**config.mk**
```make
export PLATFORM = sky130hd
export DESIGN_NAME = interval_timer
export DESIGN_NICKNAME = d
export VERILOG_FILES = /design/src/rtl/itimer_pkg.sv /design/src/rtl/itimer_regs.sv /design/src/rtl/itimer_counter.sv /design/src/rtl/itimer_irq.sv /design/src/rtl/interval_timer.sv
export SDC_FILE = /design/constraint.sdc
export NUM_CORES = 1
export LEC_CHECK = 0
export ABC_AREA = 1
export CORE_MARGIN = 4
export CORE_UTILIZATION = 42
export CTS_CLUSTER_DIAMETER = 60
export DETAILED_ROUTE_END_ITERATION = 8
export DONT_BUFFER_PORTS = 1
export SLEW_MARGIN = 20
export SYNTH_ARGS = -nofsm -noshare
export SYNTH_HDL_FRONTEND = slang
export SYNTH_SLANG_ARGS = --single-unit
```
**constraint.sdc**
```tcl
create_clock -name clk -period 1.9 [get_ports clk]
set_input_delay 0.38 -clock clk [delete_from_list [all_inputs] [get_ports clk]]
set_output_delay 0.38 -clock clk [all_outputs]
set_load 0.02 [all_outputs]
```
**src/rtl/itimer_pkg.sv**
```systemverilog
package itimer_pkg;
  localparam logic [3:0] OFS_LOAD  = 4'h0;
  localparam logic [3:0] OFS_VALUE = 4'h4;
  localparam logic [3:0] OFS_CTRL  = 4'h8;
  localparam logic [3:0] OFS_CLEAR = 4'hC;
  localparam int CTRL_EN_BIT   = 0;
  localparam int CTRL_MODE_BIT = 1;
  localparam int CTRL_SEL_BIT  = 4;

  typedef struct packed {
    logic sel;
    logic periodic;
    logic en;
  } tmr_ctrl_t;
endpackage

```
**src/rtl/itimer_regs.sv**
```systemverilog
module itimer_regs
  import itimer_pkg::*;
#(
  parameter int DATA_W = 32,
  parameter int ADDR_W = 4
) (
  input  logic              clk,
  input  logic              rst_n,
  input  logic              wr_en,
  input  logic              rd_en,
  input  logic [ADDR_W-1:0] addr,
  input  logic [DATA_W-1:0] wdata,
  input  logic [DATA_W-1:0] count,
  output logic [DATA_W-1:0] load_q,
  output tmr_ctrl_t         ctrl,
  output logic              load_wr,
  output logic              clr_wr,
  output logic [DATA_W-1:0] rd_data
);
  localparam logic [DATA_W-1:0] CTRL_MASK =
    (DATA_W'(1) << CTRL_EN_BIT) | (DATA_W'(1) << CTRL_MODE_BIT) | (DATA_W'(1) << CTRL_SEL_BIT);

  logic [3:0] ofs;
  logic       ctrl_wr;
  logic [DATA_W-1:0] ctrl_word;

  assign ofs     = 4'(addr);
  assign load_wr = wr_en && (ofs == OFS_LOAD);
  assign ctrl_wr = wr_en && (ofs == OFS_CTRL);
  assign clr_wr  = wr_en && (ofs == OFS_CLEAR);

  always_ff @(posedge clk) begin
    if (!rst_n) begin
      load_q <= '0;
      ctrl   <= '0;
    end else begin
      if (load_wr) load_q <= wdata;
      if (ctrl_wr) begin
        ctrl.en       <= wdata[CTRL_EN_BIT];
        ctrl.periodic <= wdata[CTRL_MODE_BIT];
        ctrl.sel      <= wdata[CTRL_SEL_BIT];
      end
    end
  end

  always_comb begin
    ctrl_word = '0;
    ctrl_word[CTRL_EN_BIT]   = ctrl.en;
    ctrl_word[CTRL_MODE_BIT] = ctrl.periodic;
    ctrl_word[CTRL_SEL_BIT]  = ctrl.sel;
  end

  always_comb begin
    rd_data = '0;
    if (rd_en) begin
      case (ofs)
        OFS_LOAD:  rd_data = load_q;
        OFS_VALUE: rd_data = count;
        OFS_CTRL:  rd_data = ctrl_word;
        default:   rd_data = '0;
      endcase
    end
  end

  assert_rsvd_zero_R2: assert property (@(posedge clk) disable iff (!rst_n)
    (rd_en && ofs == OFS_CTRL) |-> ((rd_data & ~CTRL_MASK) == '0));
  assert_idle_read_R2: assert property (@(posedge clk) disable iff (!rst_n)
    !rd_en |-> (rd_data == '0));
endmodule

```
**src/rtl/itimer_counter.sv**
```systemverilog
module itimer_counter
  import itimer_pkg::*;
#(
  parameter int DATA_W = 32
) (
  input  logic              clk,
  input  logic              rst_n,
  input  tmr_ctrl_t         ctrl,
  input  logic              tick_a,
  input  logic              tick_b,
  input  logic              load_wr,
  input  logic [DATA_W-1:0] wdata,
  input  logic [DATA_W-1:0] load_q,
  output logic [DATA_W-1:0] count,
  output logic              zero_evt
);
  logic step, load_now, at_zero;

  assign step     = ctrl.en && (ctrl.sel ? tick_b : tick_a);
  assign load_now = load_wr && ctrl.en;
  assign at_zero  = (count == '0);
  assign zero_evt = step && at_zero && !load_now;

  always_ff @(posedge clk) begin
    if (!rst_n) begin
      count <= '0;
    end else if (load_now) begin
      count <= wdata;
    end else if (step) begin
      if (at_zero) count <= ctrl.periodic ? load_q : '1;
      else         count <= count - 1'b1;
    end
  end

  assert_hold_R4: assert property (@(posedge clk) disable iff (!rst_n)
    (!step && !load_now) |=> $stable(count));
  assert_reload_R5: assert property (@(posedge clk) disable iff (!rst_n)
    (zero_evt && ctrl.periodic) |=> (count == $past(load_q)));
  assert_wrap_R6: assert property (@(posedge clk) disable iff (!rst_n)
    (zero_evt && !ctrl.periodic) |=> (count == '1));
  assert_load_R7: assert property (@(posedge clk) disable iff (!rst_n)
    load_now |=> (count == $past(wdata)));
endmodule

```
**src/rtl/itimer_irq.sv**
```systemverilog
module itimer_irq (
  input  logic clk,
  input  logic rst_n,
  input  logic zero_evt,
  input  logic clr_wr,
  output logic irq
);
  always_ff @(posedge clk) begin
    if (!rst_n)        irq <= 1'b0;
    else if (zero_evt) irq <= 1'b1;
    else if (clr_wr)   irq <= 1'b0;
  end

  assert_set_R8: assert property (@(posedge clk) disable iff (!rst_n)
    zero_evt |=> irq);
  assert_level_R8: assert property (@(posedge clk) disable iff (!rst_n)
    (!zero_evt && !clr_wr) |=> $stable(irq));
  assert_clear_R9: assert property (@(posedge clk) disable iff (!rst_n)
    (clr_wr && !zero_evt) |=> !irq);
  assert_set_wins_R10: assert property (@(posedge clk) disable iff (!rst_n)
    (clr_wr && zero_evt) |=> irq);
endmodule

```
**src/rtl/interval_timer.sv**
```systemverilog
module interval_timer
  import itimer_pkg::*;
#(
  parameter int DATA_W = 32,
  parameter int ADDR_W = 4
) (
  input  logic              clk,
  input  logic              rst_n,
  input  logic              wr_en,
  input  logic              rd_en,
  input  logic [ADDR_W-1:0] addr,
  input  logic [DATA_W-1:0] wdata,
  output logic [DATA_W-1:0] rd_data,
  input  logic              tick_a,
  input  logic              tick_b,
  output logic              irq
);
  logic [DATA_W-1:0] load_q, count;
  tmr_ctrl_t         ctrl;
  logic              load_wr, clr_wr, zero_evt;

  itimer_regs #(.DATA_W(DATA_W), .ADDR_W(ADDR_W)) u_regs (
    .clk(clk), .rst_n(rst_n), .wr_en(wr_en), .rd_en(rd_en), .addr(addr),
    .wdata(wdata), .count(count), .load_q(load_q), .ctrl(ctrl),
    .load_wr(load_wr), .clr_wr(clr_wr), .rd_data(rd_data)
  );

  itimer_counter #(.DATA_W(DATA_W)) u_cnt (
    .clk(clk), .rst_n(rst_n), .ctrl(ctrl), .tick_a(tick_a), .tick_b(tick_b),
    .load_wr(load_wr), .wdata(wdata), .load_q(load_q), .count(count),
    .zero_evt(zero_evt)
  );

  itimer_irq u_irq (
    .clk(clk), .rst_n(rst_n), .zero_evt(zero_evt), .clr_wr(clr_wr), .irq(irq)
  );
endmodule

```
==> out/results.ini, run 1 <==
[run_status]
status = finished clean

[synthesis]
synth_top_area_frac = 0.2819
synth_area_per_cell_sq_um = 6.151
synthFlopType = dfxtp_1
synth_xor_area_frac = 0.02358
ys_seq_area_frac = 0.2819
netlist_area_sq_um = 4828
synthesis.nets = 829
ys_types = 37
synth_common_cells = 187 x nand2_1, 108 x nor2_1, 76 x inv_1
synthCells = 785
synthAdderAreaFrac = 0.005183
yosysMostFrequentCell = nand2_1
synth_compound_area_frac = 0.2182
async_flop_share = 0
ys_ff_latch = 68
yosys.area.top_type = dfxtp_1
synthMuxAreaShare = 0
synth_top_family_by_area = simple AND/OR/NAND/NOR gates
synth_edf_count = 0
yosysWarnings = 0
synth.area.top_cells = dfxtp_1 28%, nand2_1 15%, nor2_1 8.4%
synth-simple-area-share = 0.3519

[clock_tree]
numCtsBuffers = 9
clk_pin_slew_worst_paths_ns = 0.06
htree_num_levels = 3
cts_sinks = 68
root_buffer = clkbuf_16
hold_buffers = 0
clk_path_buf_depth = 2
cts_tree = done
clk_latency_ns = 0.34

[power]
powerDensity_nw_per_um2 = 746.1
leakage_uw = 0.002496
finalPower_uw = 4204
peakVddDrop_uv = 493.1

[sta]
drv_slew = 0
worst_slew_pin_slew_ns = 0.4682
setup_viol = 0
skew_ns = 0.008983
fin_setup_tns_ns = 0
hold_viol_final = 0
period_minus_slack_ns = 1.813
fin_hold_ws_ns = 0.1739
max_freq_mhz = 551.6
relSlewSlack = 0.6879
rsz0062_at_grt = no
fin_crit_sh = 0.9542

[cells_and_area]
fin_cells = 965
n_fill_cell = 1183
multi_input_area_sq_um = 2937
final_nets = 865
diodes = 0
drive_gt1_frac = 0.2061
regArea_sq_um = 1361
fin_util = 0.5108
areaGrowthSynthToFinish_pct = 16.69

[setup_path]
cp.required_ns = 2.12
crit_path_cell_trace = nor2_1 -> nand2_2 -> nor2_1 -> nand2_1 -> inv_1 -> nand2_1 -> nand2_1 -> nand2_1 -> nand2_1 -> nand2_1 -> nand2_1 -> a21oi_2
cpLargestDelayFamily = simple AND/OR/NAND/NOR gates
crit_top_cell = nand2_1
crit_start = u_cnt.count[2]
r2r_slack_ns = 0.09
crit_path_start_kind = flop
arrival_ns = 2.03
critical_path.max_stage_delay_ns = 0.35
crit_path_end_kind = flop
crit_type = reg2reg
cp_num_buf_inv = 1
rr_startpoint = u_cnt.count[2]
crit_path_top_delay_cell = dfxtp_1
cp_max_fo = 4

[floorplan]
ioPinCount = 75
rows = 38
start_util = 0.4377
dieWidth_um = 115.2
die_y_um = 115.2
coreArea_sq_um = 11030
fp.dieArea_sq_um = 13280

[hold_path]
worstHoldStart = wdata[9]
hold_path_class = in2reg

[routing]
drt_wl_total_um = 16220
viasPerCell = 5.382
vias = 5194
firstDrtPassIters = 5
wl_per_cell_um = 16.81
antenna_left = 0
drt_iter0_markers = 414
drc = 0

[flow_run]
drv_cap = 0

[grt]
met2_usage = 0.4032
grt_overflow_total = 0
grt_pass1_wl_um = 26300
top_usage_layer = met2
grtUsageMet3 = 0.04632
grt_pass1_vias = 5020
use_met1 = 0.3457
grtUsageTotal = 0.2508
antenna_found_initial = 0
grt_max_degree = 46

[placed_design]
place_inst = 947
port_buffers = 0
hpwl_um = 12280
place.gp.congestion = 0.9131

-- power breakdown --
part / switching (uW) / leakage (uW) / internal (uW)
logic: 744 / 0.00181 / 420
registers: 28.6 / 0.000550 / 1460
clock network: 612 / 0.000135 / 943
-- flip-flops by register name (all words and copies together) (netlist names) --
signal / count
u_cnt.count: 32
u_irq.irq: 1
u_regs.load_q: 32
u_regs.ctrl: 3
-- per-stage QoR --
| stage | area [sq um] | setup slack (ns) |
|---|---|---|
| final | 5634 | 0.08693 |
| after global routing | 5634 | 0.0002396 |
| after CTS | 5600 | 0.07649 |
| after detailed placement | 5330 | 0.08991 |
| after global placement | 5330 | 0.1274 |
| after floorplan | 4866 | 0.04833 |
-- cell usage in the layout, fill, tap and decap left out, types with 7 or more instances in the layout --
cell and count:
a21oi_1 57, a21oi_2 20, buf_4 58, clkbuf_16 9, dfxtp_1 68, inv_1 73
inv_2 18, nand2_1 187, nand2_2 17, nand3_1 37, nand4_1 7, nor2_1 107
nor2_2 10, o21ai_0 62, o21ai_1 20, o21ai_2 12, xor2_1 11
-- final timing paths --
path | endpoint | cells past startpoint
setup reg to reg | u_cnt.count[21] | 12
hold / removal | u_regs.load_q[9] | 2
setup / recovery | u_cnt.count[21] | 12
hold reg to reg | u_regs.load_q[2] | 2
-- layer usage --
layer	part of all wire	vias to the layer above
met5	0	-
met4	0.016	0
met3	0.056	19
met2	0.46	138
met1	0.47	2447
li1	-	2590
-- kinds of logic (layout without fill, tap and decap cells) --
kind of cell	count (synthesis)	after routing
xor+xnor	13	13
flops	68	68
simple gates	384	384
buf+inv	133	173
compound gates	185	185
fa+ha+maj	2	2
-- layout make-up --
class	count	area share
timing repair buffer	63	0.09349
inverter	95	0.06462
multi-input combinational	584	0.5212
clock buffer	13	0.04619
sequential	68	0.2416
tap	140	0.03109
clock inverter	2	0.001777
-- timing repair --
action                                  CTS  global route
setup buffers                             0             3
endpoints found under the hold margin     0             0
endpoints found under the setup margin    0            26
gates resized for setup                   0             6
-- worst register-to-register path: stages (launching register included) --
cell and delay [ns]:
dfxtp_1 0.35, nor2_1 0.17, nand2_2 0.13, nor2_1 0.22, nand2_1 0.20, inv_1 0.23
nand2_1 0.08, nand2_1 0.07, nand2_1 0.05, nand2_1 0.05, nand2_1 0.04, nand2_1 0.06
a21oi_2 0.05
No activity file was read; power rests on OpenSTA's default activity.
==> run 2: changes to the inputs <==
--- a/config.mk
+++ b/config.mk
@@ -8,9 +8,11 @@
 export ABC_AREA = 1
 export CORE_MARGIN = 4
 export CORE_UTILIZATION = 42
+export CTS_BUF_LIST = sky130_fd_sc_hd__clkbuf_4
 export CTS_CLUSTER_DIAMETER = 60
 export DETAILED_ROUTE_END_ITERATION = 8
 export DONT_BUFFER_PORTS = 1
+export GPL_ROUTABILITY_DRIVEN = 0
 export SLEW_MARGIN = 20
 export SYNTH_ARGS = -nofsm -noshare
 export SYNTH_HDL_FRONTEND = slang
==> run 2 against run 1 <==
Effect of this change: critical path depth is 5 lower; first-iteration DRC count is 27% lower; clock power is 28% lower; routed wire length is 4.5% lower; via count is 0.44% lower.
==> out/results.ini, run 2 (synthesis results as in run 1) <==
[run_status]
status = finished clean

[grt]
grt_max_degree = 46  ; unchanged
grt_overflow_total = 0  ; unchanged
grt_pass1_vias = 5057  ; +0.74%
antenna_found_initial = 0  ; unchanged
grt_pass1_wl_um = 25450  ; -3.2%
grtUsageTotal = 0.2400  ; -0.01078

[power]
powerDensity_nw_per_um2 = 677.8  ; -9.2%
peakVddDrop_uv = 394.1  ; -20%
leakage_uw = 0.002393  ; -4.1%
finalPower_uw = 3695  ; -12%

[hold_path]
whs_path_depth = 2  ; unchanged
hold_path_class = in2reg

[clock_tree]
clk_pin_slew_worst_paths_ns = 0.13  ; +0.07 ns
clk_latency_ns = 0.45  ; +0.11 ns
htree_num_levels = 3  ; unchanged
cts_sinks = 68  ; unchanged
root_buffer = clkbuf_4
clk_path_buf_depth = 2  ; unchanged
numCtsBuffers = 9  ; unchanged
cts_tree = done
hold_buffers = 0  ; unchanged

[setup_path]
crit_type = in2out
arrival_ns = 1.41  ; -0.62 ns
crit_path_top_delay_cell = buf_4
crit_path_start_kind = input port
cpLargestDelayFamily = buffers and inverters
crit_path_cell_trace = inv_1 -> nand3_1 -> inv_1 -> buf_4 -> nand2_1 -> a21oi_1 -> buf_4
cp_num_buf_inv = 4  ; +3
crit_path_end_kind = output pin
cp.required_ns = 1.52  ; -0.60 ns
cp_max_fo = 15  ; +11
r2r_cells = 12  ; unchanged
crit_cells = 7  ; -5
critical_path.max_stage_delay_ns = 0.23  ; -0.12 ns

[sta]
max_freq_mhz = 557.7  ; +1.1%
relSlewSlack = 0.7003  ; +0.01248
fin_hold_ws_ns = 0.04292  ; -0.1310 ns
period_minus_slack_ns = 1.793  ; -0.02012 ns
skew_ns = 0.02093  ; +0.01195 ns
drv_slew = 0  ; unchanged
rsz0062_at_grt = yes
fin_crit_sh = 0.9437  ; -0.01059
fin_ws_ns = 0.1070  ; +0.02012 ns
worst_slew_pin_slew_ns = 0.4495  ; -0.01871 ns
hold_viol_final = 0  ; unchanged
setup_viol = 0  ; unchanged

[cells_and_area]
fin_cells = 958  ; -0.73%
mostFrequentLayoutCell = nand2_1
drive_gt1_frac = 0.2066  ; +0.0005409
diodes = 0  ; unchanged
regArea_sq_um = 1363  ; about the same
n_fill_cell = 1176  ; -0.59%
multi_input_area_sq_um = 2947  ; +0.34%
top_regs = u_cnt.count: 32 flops, u_regs.load_q: 32 flops, u_regs.ctrl: 3 flops
layout_common_cells = 187 x nand2_1, 107 x nor2_1, 73 x inv_1
areaGrowthSynthToFinish_pct = 12.90
final_nets = 857  ; -0.92%
fin_area_sq_um = 5451  ; -3.2%

[placed_design]
pre_cts_ws_ns = 0.06948  ; -0.02043 ns
place_area_sq_um = 5268  ; -1.2%
place_inst = 942  ; -0.53%
port_buffers = 0  ; unchanged
hpwl_um = 11680  ; -4.9%

[floorplan]
start_util = 0.4377  ; unchanged
dieWidth_um = 115.2  ; unchanged
rows = 38  ; unchanged
fp.dieArea_sq_um = 13280  ; unchanged
ioPinCount = 75  ; unchanged
die_y_um = 115.2  ; unchanged
coreArea_sq_um = 11030  ; unchanged

[flow_run]
drv_cap = 0  ; unchanged

[routing]
viasPerCell = 5.398  ; +0.28%
wl_per_cell_um = 16.18  ; -3.8%
firstDrtPassIters = 5  ; unchanged
vias = 5171  ; -0.44%
drt_iter0_markers = 302  ; -27%
drc = 0  ; unchanged
antenna_left = 0  ; unchanged
drt_wl_total_um = 15500  ; -4.5%

## run 2: cell types whose count changed in the layout (fill, tap and decap cells not counted), moves of 2 or more
cell        delta
a21oi_1        -2
buf_12         -2
clkbuf_4       +9
clkinvlp_4     +4
buf_4          -5
bufinv_16      +2
a21oi_2        +2
clkbuf_16      -9
clkbuf_1       -2
clkbuf_8       -2
## run 2: what timing repair did
action	CTS	global route
endpoints found under the setup margin	0	31
gates resized for setup	0	11
buffers inserted	0	0
## run 2: layout make-up
type	count	area share
multi-input combinational	584	0.5405
inverter	95	0.06794
clock buffer	9	0.01239
tap	140	0.03213
sequential	68	0.2499
clock inverter	7	0.01675
timing repair buffer	55	0.08033
## run 2: routing by layer
metal | global-route usage | routed length, um | up-vias
met1 | 0.3225 | 7141 | 2386
li1 | - | - | 2571
met3 | 0.03842 | 986 | 31
met2 | 0.3885 | 7046 | 183
met5 | 0 | 0 | -
met4 | 0.08764 | 326 | 0
## run 2: path summary, 6_finish.rpt
kind / from / endpoint / slack, ns
worst max-delay path: addr[3] / rd_data[20] / 0.11
worst min-delay path: rst_n / u_regs.load_q[9] / 0.04
worst max register to register: u_cnt.count[0] / u_cnt.count[0] / 0.13
worst min register to register: u_regs.load_q[2] / u_regs.load_q[2] / 0.49
## run 2: power by group
group | leakage [uW] | switching (uW) | internal, uW
registers | 0.000550 | 29.9 | 1450
logic | 0.00177 | 707 | 393
clock network | 0.0000756 | 585 | 525
## run 2: metrics by stage
stage                 util  setup TNS (ns)
CTS                 0.4919               0
detailed placement  0.4775               0
global route        0.4942        -0.02009
floorplan                -               0
finish              0.4942               0
global placement    0.4775               0
## run 2: worst register-to-register path, cell delays in order, from the launching register on
cell and delay [ns]:
dfxtp_2 0.34, inv_2 0.10, ha_1 0.17, inv_1 0.08, nor3_2 0.11, nand3_1 0.11
nor2_2 0.11, nand2_2 0.09, buf_4 0.19, nor2_8 0.12, nand2_1 0.06, a21oi_1 0.14
nor2_1 0.05
